[config.mk]
export PLATFORM = sky130hd
export DESIGN_NAME = dual_bus_host_port
export DESIGN_NICKNAME = d
export VERILOG_FILES = /design/src/rtl/hpb_pkg.sv /design/src/rtl/hpb_sync.sv /design/src/rtl/hpb_lockout.sv /design/src/rtl/hpb_engine.sv /design/src/rtl/dual_bus_host_port.sv
export SDC_FILE = /design/constraint.sdc
export NUM_CORES = 1
export LEC_CHECK = 0
export BUFFER_PORTS_ARGS = -buffer_cell sky130_fd_sc_hd__buf_4
export CELL_PAD_IN_SITES_DETAIL_PLACEMENT = 0
export CELL_PAD_IN_SITES_GLOBAL_PLACEMENT = 1
export CORE_AREA = 4 4 90 92
export DETAILED_ROUTE_END_ITERATION = 7
export DIE_AREA = 0 0 94 96
export GPL_TIMING_DRIVEN = 0
export HOLD_SLACK_MARGIN = 0.03
export PLACE_DENSITY_LB_ADDON = 0.25
export SKIP_LAST_GASP = 1
export SLEW_MARGIN = 20
export SYNTH_ARGS = -nofsm -noshare
export SYNTH_HDL_FRONTEND = slang
export SYNTH_SLANG_ARGS = --single-unit
[constraint.sdc]
create_clock -name clk -period 8.5 [get_ports clk]
set_input_delay 1.7 -clock clk [delete_from_list [all_inputs] [get_ports clk]]
set_output_delay 1.7 -clock clk [all_outputs]
set_load 0.05 [all_outputs]
[src/rtl/hpb_pkg.sv]
package hpb_pkg;

  typedef enum logic [1:0] {
    PH_IDLE   = 2'd0,
    PH_STROBE = 2'd1,
    PH_ACK    = 2'd2
  } phase_t;

  typedef struct packed {
    logic act;
    logic rd;
  } bus_req_t;

  // Settling time in clock cycles, rounded up.
  function automatic int unsigned lock_cycles(input longint unsigned clk_hz,
                                              input int unsigned us);
    longint unsigned prod;
    prod = clk_hz * longint'(us);
    return int'((prod + 64'd999_999) / 64'd1_000_000);
  endfunction

  // Meaning of the three shared control pins in each bus style.
  function automatic bus_req_t bus_decode(input logic style_strobe_dir,
                                          input logic cs_n,
                                          input logic strb_n,
                                          input logic rw_wr);
    bus_req_t r;
    if (style_strobe_dir) begin
      r.act = !cs_n && !strb_n;
      r.rd  = rw_wr;
    end else begin
      r.act = !cs_n && (!strb_n || !rw_wr);
      r.rd  = !strb_n;
    end
    return r;
  endfunction

  // Level of the handshake pin for a given style and phase.
  function automatic logic ack_level(input logic style_strobe_dir,
                                     input phase_t ph);
    return (ph == PH_ACK) ? !style_strobe_dir : style_strobe_dir;
  endfunction

endpackage

[src/rtl/hpb_sync.sv]
module hpb_sync #(
  parameter int unsigned WIDTH   = 3,
  parameter logic [WIDTH-1:0] RST_VAL = '1
) (
  input  logic             clk,
  input  logic             rst_n,
  input  logic [WIDTH-1:0] d,
  output logic [WIDTH-1:0] q
);

  for (genvar i = 0; i < WIDTH; i++) begin : g_bit
    logic [1:0] stage;
    always_ff @(posedge clk or negedge rst_n) begin
      if (!rst_n) stage <= {2{RST_VAL[i]}};
      else        stage <= {stage[0], d[i]};
    end
    assign q[i] = stage[1];
  end

endmodule

[src/rtl/hpb_lockout.sv]
module hpb_lockout #(
  parameter int unsigned LOCK_CYC = 75000
) (
  input  logic clk,
  input  logic rst_n,
  output logic locked
);

  localparam int unsigned CW = $clog2(LOCK_CYC + 1);

  logic [CW-1:0] remain;

  always_ff @(posedge clk or negedge rst_n) begin
    if (!rst_n)              remain <= CW'(LOCK_CYC);
    else if (remain != '0)   remain <= remain - 1'b1;
  end

  assign locked = (remain != '0);

  // once open, the port stays open until the next reset
  p_unlock_sticky_r8: assert property (@(posedge clk) disable iff (!rst_n)
    !locked |=> !locked);

endmodule

[src/rtl/hpb_engine.sv]
module hpb_engine
  import hpb_pkg::*;
#(
  parameter int unsigned ADDR_W = 14,
  parameter int unsigned DATA_W = 16
) (
  input  logic              clk,
  input  logic              rst_n,
  input  logic              style_sd,
  input  logic              locked,
  input  logic              s_cs_n,
  input  logic              s_strb_n,
  input  logic              s_rw_wr,
  input  logic [ADDR_W-1:0] addr,
  input  logic [DATA_W-1:0] data_in,
  input  logic [DATA_W-1:0] reg_rdata,
  output logic [ADDR_W-1:0] reg_addr,
  output logic [DATA_W-1:0] reg_wdata,
  output logic              reg_wr,
  output logic              reg_rd,
  output logic [DATA_W-1:0] data_out,
  output logic              data_oe,
  output logic              ack_out,
  output logic              ack_oe
);

  phase_t            phase;
  bus_req_t          req;
  logic              act_q;
  logic              rd_q;
  logic [ADDR_W-1:0] addr_q;
  logic [DATA_W-1:0] wdata_q;
  logic [DATA_W-1:0] rdata_q;

  // named internal events
  logic act_start;
  logic strobe_phase;
  logic ack_phase;

  assign req          = bus_decode(style_sd, s_cs_n, s_strb_n, s_rw_wr);
  assign act_start    = req.act && !act_q && !locked;
  assign strobe_phase = (phase == PH_STROBE);
  assign ack_phase    = (phase == PH_ACK);

  always_ff @(posedge clk or negedge rst_n) begin
    if (!rst_n) act_q <= 1'b0;
    else        act_q <= req.act;
  end

  always_ff @(posedge clk or negedge rst_n) begin
    if (!rst_n) begin
      phase   <= PH_IDLE;
      rd_q    <= 1'b0;
      addr_q  <= '0;
      wdata_q <= '0;
      rdata_q <= '0;
    end else begin
      case (phase)
        PH_IDLE: begin
          if (act_start) begin
            phase   <= PH_STROBE;
            rd_q    <= req.rd;
            addr_q  <= addr;
            wdata_q <= data_in;
          end
        end
        PH_STROBE: begin
          if (rd_q) rdata_q <= reg_rdata;
          phase <= req.act ? PH_ACK : PH_IDLE;
        end
        PH_ACK: begin
          if (!req.act) phase <= PH_IDLE;
        end
        default: phase <= PH_IDLE;
      endcase
    end
  end

  assign reg_addr  = addr_q;
  assign reg_wdata = wdata_q;
  assign reg_wr    = strobe_phase && !rd_q;
  assign reg_rd    = strobe_phase && rd_q;
  assign data_out  = rdata_q;
  assign data_oe   = ack_phase && rd_q;
  assign ack_oe    = (phase != PH_IDLE);
  assign ack_out   = ack_level(style_sd, phase);

  // a write strobe never lasts more than one cycle
  p_single_write_r3: assert property (@(posedge clk) disable iff (!rst_n)
    reg_wr |=> !reg_wr);

  // read and write strobes are exclusive
  p_rd_wr_excl_r4: assert property (@(posedge clk) disable iff (!rst_n)
    !(reg_wr && reg_rd));

  // the data bus is not driven while a write is strobed
  p_bus_free_on_write_r4: assert property (@(posedge clk) disable iff (!rst_n)
    reg_wr |-> !data_oe);

  // the done phase is always preceded by an internal strobe
  p_ack_after_strobe_r7: assert property (@(posedge clk) disable iff (!rst_n)
    $rose(ack_phase) |-> $past(reg_wr || reg_rd));

  // nothing reaches the registers or the handshake pin while locked
  p_locked_quiet_r8: assert property (@(posedge clk) disable iff (!rst_n)
    locked |-> (!reg_wr && !reg_rd && !ack_oe));

endmodule

[src/rtl/dual_bus_host_port.sv]
module dual_bus_host_port
  import hpb_pkg::*;
#(
  parameter int unsigned ADDR_W  = 14,
  parameter int unsigned DATA_W  = 16,
  parameter longint unsigned CLK_HZ = 125_000_000,
  parameter int unsigned LOCK_US = 600
) (
  input  logic              clk,
  input  logic              rst_n,
  input  logic              bus_style,
  input  logic              cs_n,
  input  logic              ds_rd_n,
  input  logic              rw_wr,
  input  logic [ADDR_W-1:0] addr,
  input  logic [DATA_W-1:0] data_in,
  output logic [DATA_W-1:0] data_out,
  output logic              data_oe,
  output logic              ack_out,
  output logic              ack_oe,
  output logic [ADDR_W-1:0] reg_addr,
  output logic [DATA_W-1:0] reg_wdata,
  output logic              reg_wr,
  output logic              reg_rd,
  input  logic [DATA_W-1:0] reg_rdata
);

  localparam int unsigned LOCK_CYC = lock_cycles(CLK_HZ, LOCK_US);

  logic [2:0] ctl_sync;
  logic       locked;

  hpb_sync #(.WIDTH(3), .RST_VAL(3'b111)) u_sync (
    .clk   (clk),
    .rst_n (rst_n),
    .d     ({cs_n, ds_rd_n, rw_wr}),
    .q     (ctl_sync)
  );

  hpb_lockout #(.LOCK_CYC(LOCK_CYC)) u_lock (
    .clk    (clk),
    .rst_n  (rst_n),
    .locked (locked)
  );

  hpb_engine #(.ADDR_W(ADDR_W), .DATA_W(DATA_W)) u_eng (
    .clk       (clk),
    .rst_n     (rst_n),
    .style_sd  (bus_style),
    .locked    (locked),
    .s_cs_n    (ctl_sync[2]),
    .s_strb_n  (ctl_sync[1]),
    .s_rw_wr   (ctl_sync[0]),
    .addr      (addr),
    .data_in   (data_in),
    .reg_rdata (reg_rdata),
    .reg_addr  (reg_addr),
    .reg_wdata (reg_wdata),
    .reg_wr    (reg_wr),
    .reg_rd    (reg_rd),
    .data_out  (data_out),
    .data_oe   (data_oe),
    .ack_out   (ack_out),
    .ack_oe    (ack_oe)
  );

  // handshake and data drivers are off in the first cycle after reset
  p_reset_quiet_r10: assert property (@(posedge clk) disable iff (!rst_n)
    $rose(rst_n) |-> (!ack_oe && !data_oe));

endmodule

# Word level (Yosys, flattened, before mapping)

Cells that the tools add are included.

Add/subtract/negate cells: 1
Equal/unequal tests: 4
Muxes and demuxes: 6
Reduce and logical (&&, ||, !) cells: 21

Operator list:

| operator                                                                | number |
|---|---|
| 17-bit nonzero test                                                     | 1 |
| 17-bit by 1-bit subtractor with 17-bit output, second input constant    | 1 |
| 2-bit 2-to-1 mux                                                        | 4 |
| 1-bit logical AND                                                       | 7 |
| 1-bit logical NOT                                                       | 7 |
| 2-bit case mux with 3 select lines                                      | 1 |
| 2-bit AND reduction                                                     | 3 |
| 2-bit by 1-bit == test with 1-bit output, second input constant         | 1 |
| 2-bit == test, second input constant                                    | 1 |
| 2-bit logical NOT                                                       | 1 |
| 2-bit by 1-bit inequality test with 1-bit output, second input constant | 1 |
| 2-bit inequality test, second input constant                            | 1 |
| 2-bit nonzero test                                                      | 1 |
| 1-bit logical OR                                                        | 1 |
| 1-bit 2-to-1 mux                                                        | 1 |

Register bits after elaboration: 73
Word-level logic and storage cells: 42

# Logic depth before layout (Yosys ltp)

Gate-level depths: netlist (run 1).

Word-level depth: 8
Gate-level depth with buffers: 8
Mapped depth without buffers: 6

# By module

From an unflattened synthesis (run 1), not the netlist that was laid out.

Cell total of the unflattened synthesis: 204
Area, all modules: 3032.9 µm²

Modules (own cells, without submodules):

| module      | instances | cells each | area an instance (µm²) | sequential area each (µm²) |
|---|---|---|---|---|
| hpb_engine  | 1         | 118        | 1925.6                 | 1251.2 |
| hpb_lockout | 1         | 77         | 927.1                  | 435.4 |
| hpb_sync    | 1         | 9          | 180.2                  | 157.7 |

# Worst setup path after synthesis (run 1)

No wires, ideal clock.

Kind: input -> output
Start: input port bus_style
End: output port ack_out
Data arrival time: 2.526 ns
Required time: 6.800 ns
Slack: 4.274 ns
Stages: 1
Buffers on the path: 0
Path through: xnor2_1

Word-level cells in the longest chain between the ends: 2

RTL lines:

| element              | line                     | text |
|---|---|---|
| start, declared      | dual_bus_host_port.sv:11 | `input logic bus_style,` |
| 1-bit logical NOT    | hpb_pkg.sv:41            | `return (ph == PH_ACK) ? !style_strobe_dir : style_strobe_dir;` |
| 1-bit 2-to-1 mux (*) | hpb_pkg.sv:41            |  |
| end, declared        | dual_bus_host_port.sv:19 | `output logic ack_out,` |

Mark *: on every way between the ends. The rest lies on a longest branch, timed or not.

# Final worst setup path (run 1)

Same ends and word-level chain as after synthesis.

==> results of run 1 <==
[worst paths after layout]
kind	startpoint	endpoint	slack, ns	cells past startpoint
min in group asynchronous	rst_n	u_eng.reg_wdata[3]$_DFFE_PN0P_	1.46	1
min	u_sync.g_bit[2].stage[0]$_DFF_PN1_	u_sync.g_bit[2].stage[1]$_DFF_PN1_	0.36	0
max in group asynchronous	rst_n	u_eng.data_out[8]$_DFFE_PN0P_	6.46	1
max reg2reg	u_lock.remain[0]$_DFFE_PN0P_	u_eng.reg_wdata[0]$_DFFE_PN0P_	5.56	8
max	bus_style	ack_out	4.61	3
min reg2reg	u_sync.g_bit[2].stage[0]$_DFF_PN1_	u_sync.g_bit[2].stage[1]$_DFF_PN1_	0.36	0
[Yosys cell counts (2+ instances only)]
| library cell | number |
|---|---|
| nor4_1 | 5 |
| or4_1 | 3 |
| or2_2 | 3 |
| dfstp_2 | 14 |
| xnor2_1 | 5 |
| nand2_1 | 5 |
| inv_1 | 5 |
| mux2_4 | 28 |
| nor2_1 | 6 |
| mux2i_1 | 2 |
| a21oi_1 | 5 |
| nand2b_1 | 3 |
| xor2_1 | 7 |
| o21ai_0 | 2 |
| mux2_2 | 18 |
| nor3_1 | 6 |
| buf_6 | 4 |
| dfrtp_1 | 59 |
[power breakdown]
part	total, mW	switching, mW	internal, mW
logic	0.543	0.350	0.193
registers	0.468	0.0412	0.427
clock network	0.305	0.138	0.168
total	1.32	0.529	0.787
[critical path, cell delays in order]
cell and delay, ns:
buf_4 0.13, xnor2_1 0.14, buf_4 0.22
[state kept, by name (all words and copies together) (netlist names)]
register,cells
u_lock.remain,17
u_eng.data_out,16
u_eng.reg_wdata,16
u_eng.reg_addr,14
u_sync.g_bit.stage,6
u_eng.phase,2
u_eng.act_q,1
u_eng.rd_q,1
[metal layers]
metal / vias up / global-route usage (%) / share of wire, %
met5: - / 0 / 0
met4: 0 / 5.66 / 1.9
met3: 11 / 4.61 / 4.4
met2: 41 / 23.9 / 53
met1: 940 / 17.2 / 40
li1: 917 / - / -
[layout make-up]
class	instances	area, um^2
multi-input combinational	113	1090
clock buffer	9	124
fill	638	3090
tap	99	124
clock inverter	7	101
buffer	7	57.6
timing repair buffer	102	766
sequential	73	1840
inverter	5	18.8
[cell families after synthesis]
family / synth area share [%]
mux: 21.4
compound gates: 1.79
simple gates: 9.18
buf+inv: 2.53
xor+xnor: 3.49
flops: 61.2
fa+ha+maj: 0.415
==> run_results.csv, run 1 <==
group,metric,value,unit
worst_setup_path,worstPathRequired,6.80,ns
synth,syn_avg_cell_area,15.2,um^2
cts,post-cts-setup-buffers,0,
drt,ant_nets,0,
placed_design,gp_congestion,0.754,
pwr,p_leak,2.04,nW
synth,syn_area,3010,um^2
cts,cts-resized-gates,0,
drt,drt-total-wl,6090,um
synth,synth.largest_area_cell,"dfrtp_1",
worst_setup_path,worst-setup-path-type,"in -> out",
cts,htreeDepth,3,
global_route,grt_use_total,14.3,%
floorplan,die_y,96,um
floorplan,coreArea,7210,um^2
worst_setup_path,end_kind,"output pin",
placed_design,dp_cells,399,
worst_setup_path,arrival,2.19,ns
synth,synth_cells,198,
finish,n_antenna_cell,0,
synth,synth-seq-area-share,61.2,%
timing,fin_tns_setup,0,ns
synth,yosys-top-cells-area,"dfrtp_1 (49%), mux2_4 (14%), dfstp_2 (12%)",
worst_hold_path,hold_path.class,"reg -> reg",
placed_design,place_ws,4.61,ns
synth,ys_ff_latch,73,
synth,synth_top_area_share,49.0,%
timing,period_minus_slack,3.89,ns
drt,drt_iter0_markers,29,
cts,cts_tree,"done",
finish,layout.nets,364,
drt,post_drt_via_cell_ratio,4.60,
cts,clock_path_buffers,2,
finish,fin_area,4130,um^2
placed_design,placed_cell_area,3900,um^2
drt,post_drt_wl_per_cell,14.7,um
finish,drive_above_1_share,60.1,%
cts,cts_hold_repair.buffers,0,
timing,maxSlewHeadroom,41.0,%
synth,ys_types,36,
floorplan,ios,103,
worst_setup_path,critical_path.max_fanout,4,
global_route,grt_pass1_vias,1974,
drt,num_vias,1909,
run_status,outcome,"complete, no violations",
global_route,antenna_found_initial,0,
global_route,grt_max_degree,74,
floorplan,die_area,9020,um^2
timing,slew_violations,0,
synth,yosys_warnings,0,
timing,setup_ws,4.61,ns
pwr,ir_drop,0.142,mV
timing,max_freq,0.257,GHz
synth,syn_nets,251,
timing,grt_setup_unrepaired,"false",
floorplan,die_w,94,um
placed_design,io_buffers,102,
worst_setup_path,start_kind,"primary input",
job,cap_viol_max_count,0,
finish,instances_no_fill,415,
placed_design,hpwl,4460,um
finish,areaGrowthSynthToFinish,37.0,%
synth,synth-edff-count,0,
floorplan,num_rows,31,
pwr,total_power,1.32,mW
synth,async_reset_ff_share,100,%
cts,cts_root_buffer,"clkbuf_8",
synth,yosys_most_used_dff,"dfrtp_1",
finish,post-route-util,57.2,%
pwr,power_density,319,nW/um^2
timing,fin_hold_ws,0.359,ns
timing,setup_violations,0,
global_route,grt_pass1_wl,9860,um
cts,insertion_delay,0.35,ns
floorplan,start_util,41.7,%
timing,worstMarginPinSlew,0.885,ns
cts,cts.sinks,73,
drt,firstDrtPassIters,4,
timing,finClkSkew,0.0117,ns
finish,final_common_cell,"buf_4",
drt,drc_errors,0,
cts,numCtsBuffers,9,
global_route,grt.overflow.total,0,
cts,cts.clk_slew.worst_paths,0.08,ns
timing,finalCritPeriodShare,45.7,%
timing,hold_viol,0,
finish,final_cell_mix,"buf_4 (102), dfrtp_1 (59), mux2_4 (28), mux2_2 (18), dfstp_2 (14)",
(Power assumes the default switching activity.)
==> run 2, diff against run 1 <==
--- a/config.mk
+++ b/config.mk
@@ -8,9 +8,9 @@
 export BUFFER_PORTS_ARGS = -buffer_cell sky130_fd_sc_hd__buf_4
 export CELL_PAD_IN_SITES_DETAIL_PLACEMENT = 0
 export CELL_PAD_IN_SITES_GLOBAL_PLACEMENT = 1
-export CORE_AREA = 4 4 90 92
+export CORE_AREA = 4 4 92 94
 export DETAILED_ROUTE_END_ITERATION = 7
-export DIE_AREA = 0 0 94 96
+export DIE_AREA = 0 0 96 98
 export GPL_TIMING_DRIVEN = 0
 export HOLD_SLACK_MARGIN = 0.03
 export PLACE_DENSITY_LB_ADDON = 0.25
==> constraint.sdc (replaced) <==
create_clock -name clk -period 3.7 [get_ports clk]
set_input_delay 0.74 -clock clk [delete_from_list [all_inputs] [get_ports clk]]
set_output_delay 0.74 -clock clk [all_outputs]
set_load 0.05 [all_outputs]
==> run 2 against run 1 <==
Compared with the run above:
- hold slack worse by 0.00070 ns
- die area grew 4.3%
- non-clock buffer count did not move
- critical path type is now reg -> reg
- combinational power rose by 130%
- sequential cell count is the same
- sequential share of layout area rose by 0.33 points
- global-route usage shrank 0.59 points
- sequential power is 130% higher
==> run_results.csv, run 2 (synthesis results as in run 1) <==
group,metric,value,unit
placed_design,dp_cells,402,
worst_setup_path,arrival,3.16,ns
finish,drive_above_1_share,60.1,%
floorplan,coreArea,7650,um^2
cts,cts-resized-gates,0,
finish,post-route-util,53.6,%
cts,cts_hold_repair.buffers,0,
floorplan,num_rows,32,
drt,post_drt_via_cell_ratio,4.70,
drt,post_drt_wl_per_cell,14.0,um
timing,setup_violations,0,
placed_design,gp_congestion,0.743,
pwr,power_density,708,nW/um^2
timing,finalCritPeriodShare,79.3,%
timing,finClkSkew,0.00632,ns
finish,fillers,677,
timing,setup_ws,0.767,ns
cts,cts.clk_slew.worst_paths,0.08,ns
finish,fin_area,4100,um^2
timing,worstMarginPinSlew,0.888,ns
cts,post-cts-setup-buffers,0,
timing,maxSlewHeadroom,40.8,%
cts,cts_tree,"done",
floorplan,ios,103,
worst_setup_path,worst-setup-path-type,"reg -> reg",
drt,drt_iter0_markers,70,
cts,cts.sinks,73,
global_route,grt.overflow.total,0,
finish,instances_no_fill,418,
placed_design,placed_cell_area,3910,um^2
global_route,grt_use_total,13.7,%
finish,layout.nets,364,
timing,period_minus_slack,2.93,ns
cts,htreeDepth,3,
timing,hold_viol,0,
timing,fin_hold_ws,0.358,ns
placed_design,place_ws,0.757,ns
cts,clock_path_buffers,2,
finish,areaGrowthSynthToFinish,36.0,%
floorplan,die_y,98,um
global_route,antenna_found_initial,0,
pwr,p_leak,2.02,nW
timing,grt_setup_unrepaired,"false",
drt,num_vias,1966,
global_route,grt_pass1_wl,10100,um
pwr,ir_drop,0.355,mV
floorplan,die_area,9410,um^2
drt,drc_errors,0,
timing,fin_tns_setup,0,ns
cts,numCtsBuffers,9,
timing,slew_violations,0,
cts,cts_root_buffer,"clkbuf_8",
pwr,total_power,2.90,mW
worst_hold_path,hold_path.class,"reg -> reg",
worst_setup_path,worstPathRequired,3.93,ns
floorplan,start_util,39.4,%
worst_setup_path,start_kind,"flip-flop",
global_route,grt_max_degree,74,
finish,largest_register_ffs,17,
cts,insertion_delay,0.34,ns
finish,regMostFlops,"u_lock.remain",
worst_setup_path,critical_path.max_fanout,10,
drt,drt-total-wl,5860,um
floorplan,die_w,96,um
placed_design,hpwl,4100,um
drt,ant_nets,0,
worst_setup_path,end_kind,"flip-flop",
run_status,outcome,"complete, no violations",
global_route,grt_pass1_vias,2157,
finish,n_antenna_cell,0,
drt,firstDrtPassIters,4,
job,cap_viol_max_count,0,
finish,final_cell_mix,"buf_4 (102), dfrtp_1 (59), mux2_4 (28), mux2_2 (18), dfstp_2 (14)",
placed_design,io_buffers,102,
timing,max_freq,0.341,GHz
finish,final_common_cell,"buf_4",
## run 2: cell count changes in the layout (fill, tap and decap cells not counted), sizes merged
cell	change
bufinv	-2
clkinv	+1
clkinvlp	+1
clkbuf	+2
inv	-2
## run 2: path summary, 6_finish.rpt
check / cells past startpoint / from / end / slack (ns)
max in group asynchronous: 1 / rst_n / u_eng.reg_addr[11]$_DFFE_PN0P_ / 2.61
min in group asynchronous: 1 / rst_n / u_eng.reg_wdata[6]$_DFFE_PN0P_ / 0.52
min: 0 / u_sync.g_bit[1].stage[0]$_DFF_PN1_ / u_sync.g_bit[1].stage[1]$_DFF_PN1_ / 0.36
max reg2reg: 8 / u_lock.remain[0]$_DFFE_PN0P_ / u_eng.reg_wdata[5]$_DFFE_PN0P_ / 0.77
min reg2reg: 0 / u_sync.g_bit[1].stage[0]$_DFF_PN1_ / u_sync.g_bit[1].stage[1]$_DFF_PN1_ / 0.36
max: 8 / u_lock.remain[0]$_DFFE_PN0P_ / u_eng.reg_wdata[5]$_DFFE_PN0P_ / 0.77
## run 2: where the power goes
group / total, mW / leakage (nW) / internal (mW) / switching [mW]
logic: 1.24 / 1.07 / 0.443 / 0.796
clock network: 0.587 / 0.0878 / 0.282 / 0.305
registers: 1.07 / 0.859 / 0.980 / 0.0938
total: 2.90 / 2.02 / 1.71 / 1.19
## run 2: area by class of cell
cell class / count / area [um^2] / area share [%]
plain buffers: 7 / 57.6 / 1.41
clock buffers: 11 / 151 / 3.70
well taps: 102 / 128 / 3.12
multi-input cells: 113 / 1090 / 26.6
clock inverters: 5 / 40.0 / 0.977
flip-flops and latches: 73 / 1840 / 45.0
inverters: 5 / 18.8 / 0.458
repair buffers: 102 / 766 / 18.7
## run 2: worst max-delay path, cell delays in order (launching register included)
cell	delay (ns)
dfrtp_1	0.43
inv_1	0.07
ha_1	0.20
or4b_1	0.52
or4_1	0.53
buf_2	0.18
nor4_4	0.33
buf_6	0.24
mux2_4	0.31
## run 2: per-layer routing
| layer | vias to the layer above | share of wire, % | GRT usage [%] |
|---|---|---|---|
| li1 | 917 | - | - |
| met1 | 977 | 41 | 16.6 |
| met2 | 61 | 49 | 21.7 |
| met3 | 11 | 8.1 | 6.01 |
| met4 | 0 | 1.7 | 4.60 |
| met5 | - | 0 | 0 |
==> run 3, diff against run 2 <==
==> constraint.sdc (replaced) <==
create_clock -name clk -period 2.8 [get_ports clk]
set_input_delay 0.56 -clock clk [delete_from_list [all_inputs] [get_ports clk]]
set_output_delay 0.56 -clock clk [all_outputs]
set_load 0.05 [all_outputs]
==> run 3 against run 2 <==
Compared with the run above:
- cell count up 2.6%
- total power up 33%
- non-clock buffer count up 11
- clock power up 32%
- maximum frequency up 8.8%
- sequential power up 33%
- hold slack worse by 0.036 ns
- setup slack worse by 0.66 ns
- die area unchanged
- first-iteration DRC count up 14%
- register-to-register slack worse by 0.66 ns
- final area up 4.5%
- largest cell class unchanged
==> run_results.csv, run 3 (synthesis results as in run 1) <==
group,metric,value,unit
floorplan,num_rows,32,
placed_design,io_buffers,102,
worst_setup_path,end_kind,"flip-flop",
floorplan,die_area,9410,um^2
cts,cts.clk_slew.worst_paths,0.08,ns
cts,cts_root_buffer,"clkbuf_8",
cts,cts_tree,"done",
timing,worstMarginPinSlew,0.905,ns
timing,maxSlewHeadroom,39.7,%
timing,grt_setup_unrepaired,"false",
global_route,antenna_found_initial,0,
timing,setup_violations,0,
finish,n_antenna_cell,0,
timing,finalCritPeriodShare,96.3,%
cts,cts_hold_repair.buffers,0,
drt,drc_errors,0,
worst_setup_path,worstPathCellList,"inv_1, ha_2, or4b_4, or4_4, buf_6, nor4_4, buf_6, clkbuf_16, mux2_4",
drt,drt-total-wl,6210,um
pwr,power_density,902,nW/um^2
worst_setup_path,start_kind,"flip-flop",
pwr,total_power,3.86,mW
floorplan,start_util,39.4,%
worst_setup_path,worstPathRequired,3.03,ns
drt,num_vias,1995,
placed_design,gp_congestion,0.743,
timing,period_minus_slack,2.70,ns
pwr,p_leak,2.10,nW
global_route,grt_max_degree,74,
finish,instances_no_fill,429,
floorplan,ios,103,
drt,post_drt_via_cell_ratio,4.65,
drt,ant_nets,0,
finish,largest_register_ffs,17,
finish,layout.nets,375,
drt,drt_iter0_markers,80,
global_route,grt_pass1_wl,10300,um
pwr,power.switching,1.58,mW
pwr,ir_drop,0.469,mV
finish,drive_above_1_share,62.4,%
worst_setup_path,critical-path-slowest-cell,"or4_4",
finish,final_common_cell,"buf_4",
timing,fin_tns_setup,0,ns
placed_design,hpwl,4100,um
worst_setup_path,cpMostUsedCell,"buf_6",
global_route,grt_pass1_vias,2208,
floorplan,coreArea,7650,um^2
finish,final_cell_mix,"buf_4 (109), dfrtp_1 (59), mux2_4 (28), mux2_2 (18), dfstp_2 (14)",
worst_setup_path,worst-setup-path-type,"reg -> reg",
pwr,cell_internal_pwr,2.28,mW
global_route,grt.overflow.total,0,
pwr,p_seq_share,36.7,%
worst_hold_path,hold_path.class,"in -> reg",
cts,htreeDepth,3,
cts,clock_path_buffers,2,
finish,post-route-util,56.0,%
worst_setup_path,arrival,2.92,ns
worst_setup_path,cpPeakStageDelay,0.52,ns
pwr,clockPowerShare,20.1,%
finish,areaGrowthSynthToFinish,42.1,%
timing,max_freq,0.371,GHz
timing,finClkSkew,0.00732,ns
run_status,outcome,"complete, no violations",
global_route,grt_use_total,14.0,%
timing,slew_violations,0,
floorplan,die_y,98,um
floorplan,die_w,96,um
placed_design,dp_cells,402,
cts,cts.sinks,73,
drt,post_drt_wl_per_cell,14.5,um
worst_setup_path,critical_path.max_fanout,8,
drt,firstDrtPassIters,3,
cts,numCtsBuffers,9,
finish,regMostFlops,"u_lock.remain",
timing,hold_viol,0,
pwr,netSwitchingFraction,41.0,%
timing,fin_hold_ws,0.322,ns
pwr,combPwrFrac,43.2,%
job,cap_viol_max_count,0,
cts,insertion_delay,0.34,ns
[run 3: repair_timing]
action | in CTS | in global routing
gates cloned | 1 | 2
pin swaps | 2 | 1
gates resized for setup | 13 | 0
setup endpoints to repair | 28 | 28
setup buffers | 5 | 3
[run 3: cell type report]
| type | instances | area [um^2] |
|---|---|---|
| Buffer | 7 | 90.1 |
| Clock buffer | 11 | 151 |
| Clock inverter | 5 | 40.0 |
| Fill cell | 668 | 3370 |
| Inverter | 5 | 18.8 |
| Multi-Input combinational cell | 113 | 1100 |
| Sequential cell | 73 | 1840 |
| Tap cell | 102 | 128 |
| Timing Repair Buffer | 113 | 907 |
[run 3: path summary, 6_finish.rpt]
kind	start	endpoint	slack, ns	depth (start not counted)
min	ds_rd_n	u_sync.g_bit[1].stage[0]$_DFF_PN1_	0.32	1
min in group asynchronous	rst_n	u_eng.reg_wdata[6]$_DFFE_PN0P_	0.34	1
max reg2reg	u_lock.remain[0]$_DFFE_PN0P_	u_eng.reg_addr[4]$_DFFE_PN0P_	0.10	9
max	u_lock.remain[0]$_DFFE_PN0P_	u_eng.reg_addr[4]$_DFFE_PN0P_	0.10	9
min reg2reg	u_sync.g_bit[1].stage[0]$_DFF_PN1_	u_sync.g_bit[1].stage[1]$_DFF_PN1_	0.36	0
max in group asynchronous	rst_n	u_eng.reg_addr[11]$_DFFE_PN0P_	1.86	1
[run 3: per-layer routing]
metal	routed length [um]	GRT usage (%)
met1	2590	16.7
met2	3060	22.7
met3	466	6.01
met4	92	4.60
met5	0	0
[run 3: power groups by stage]
stage	clock network, mW	logic [mW]	registers, mW
after floorplan	0	0.331	2.24
after global placement	0	1.65	1.43
after detailed placement	0	1.66	1.43
after CTS	0.804	1.68	1.42
after global routing	0.850	1.74	1.45
final	0.774	1.67	1.42
[run 3: worst max-delay path, delay by kind of cell (launching register included)]
kind	cells	cell delay, ns
flip-flops	1	0.39
adder cells (fa/ha/maj)	1	0.16
AND/OR/NAND/NOR	3	1.12
buffers and inverters	4	0.62
multiplexers	1	0.29
[run 3: metrics by stage]
stage                     setup slack [ns]  instance area (um^2)
after floorplan                     0.0830                  3010
after global placement              -0.158                  3910
after detailed placement            -0.143                  3910
after CTS                           0.0273                  4210
after global routing               0.00336                  4280
final                                0.104                  4280
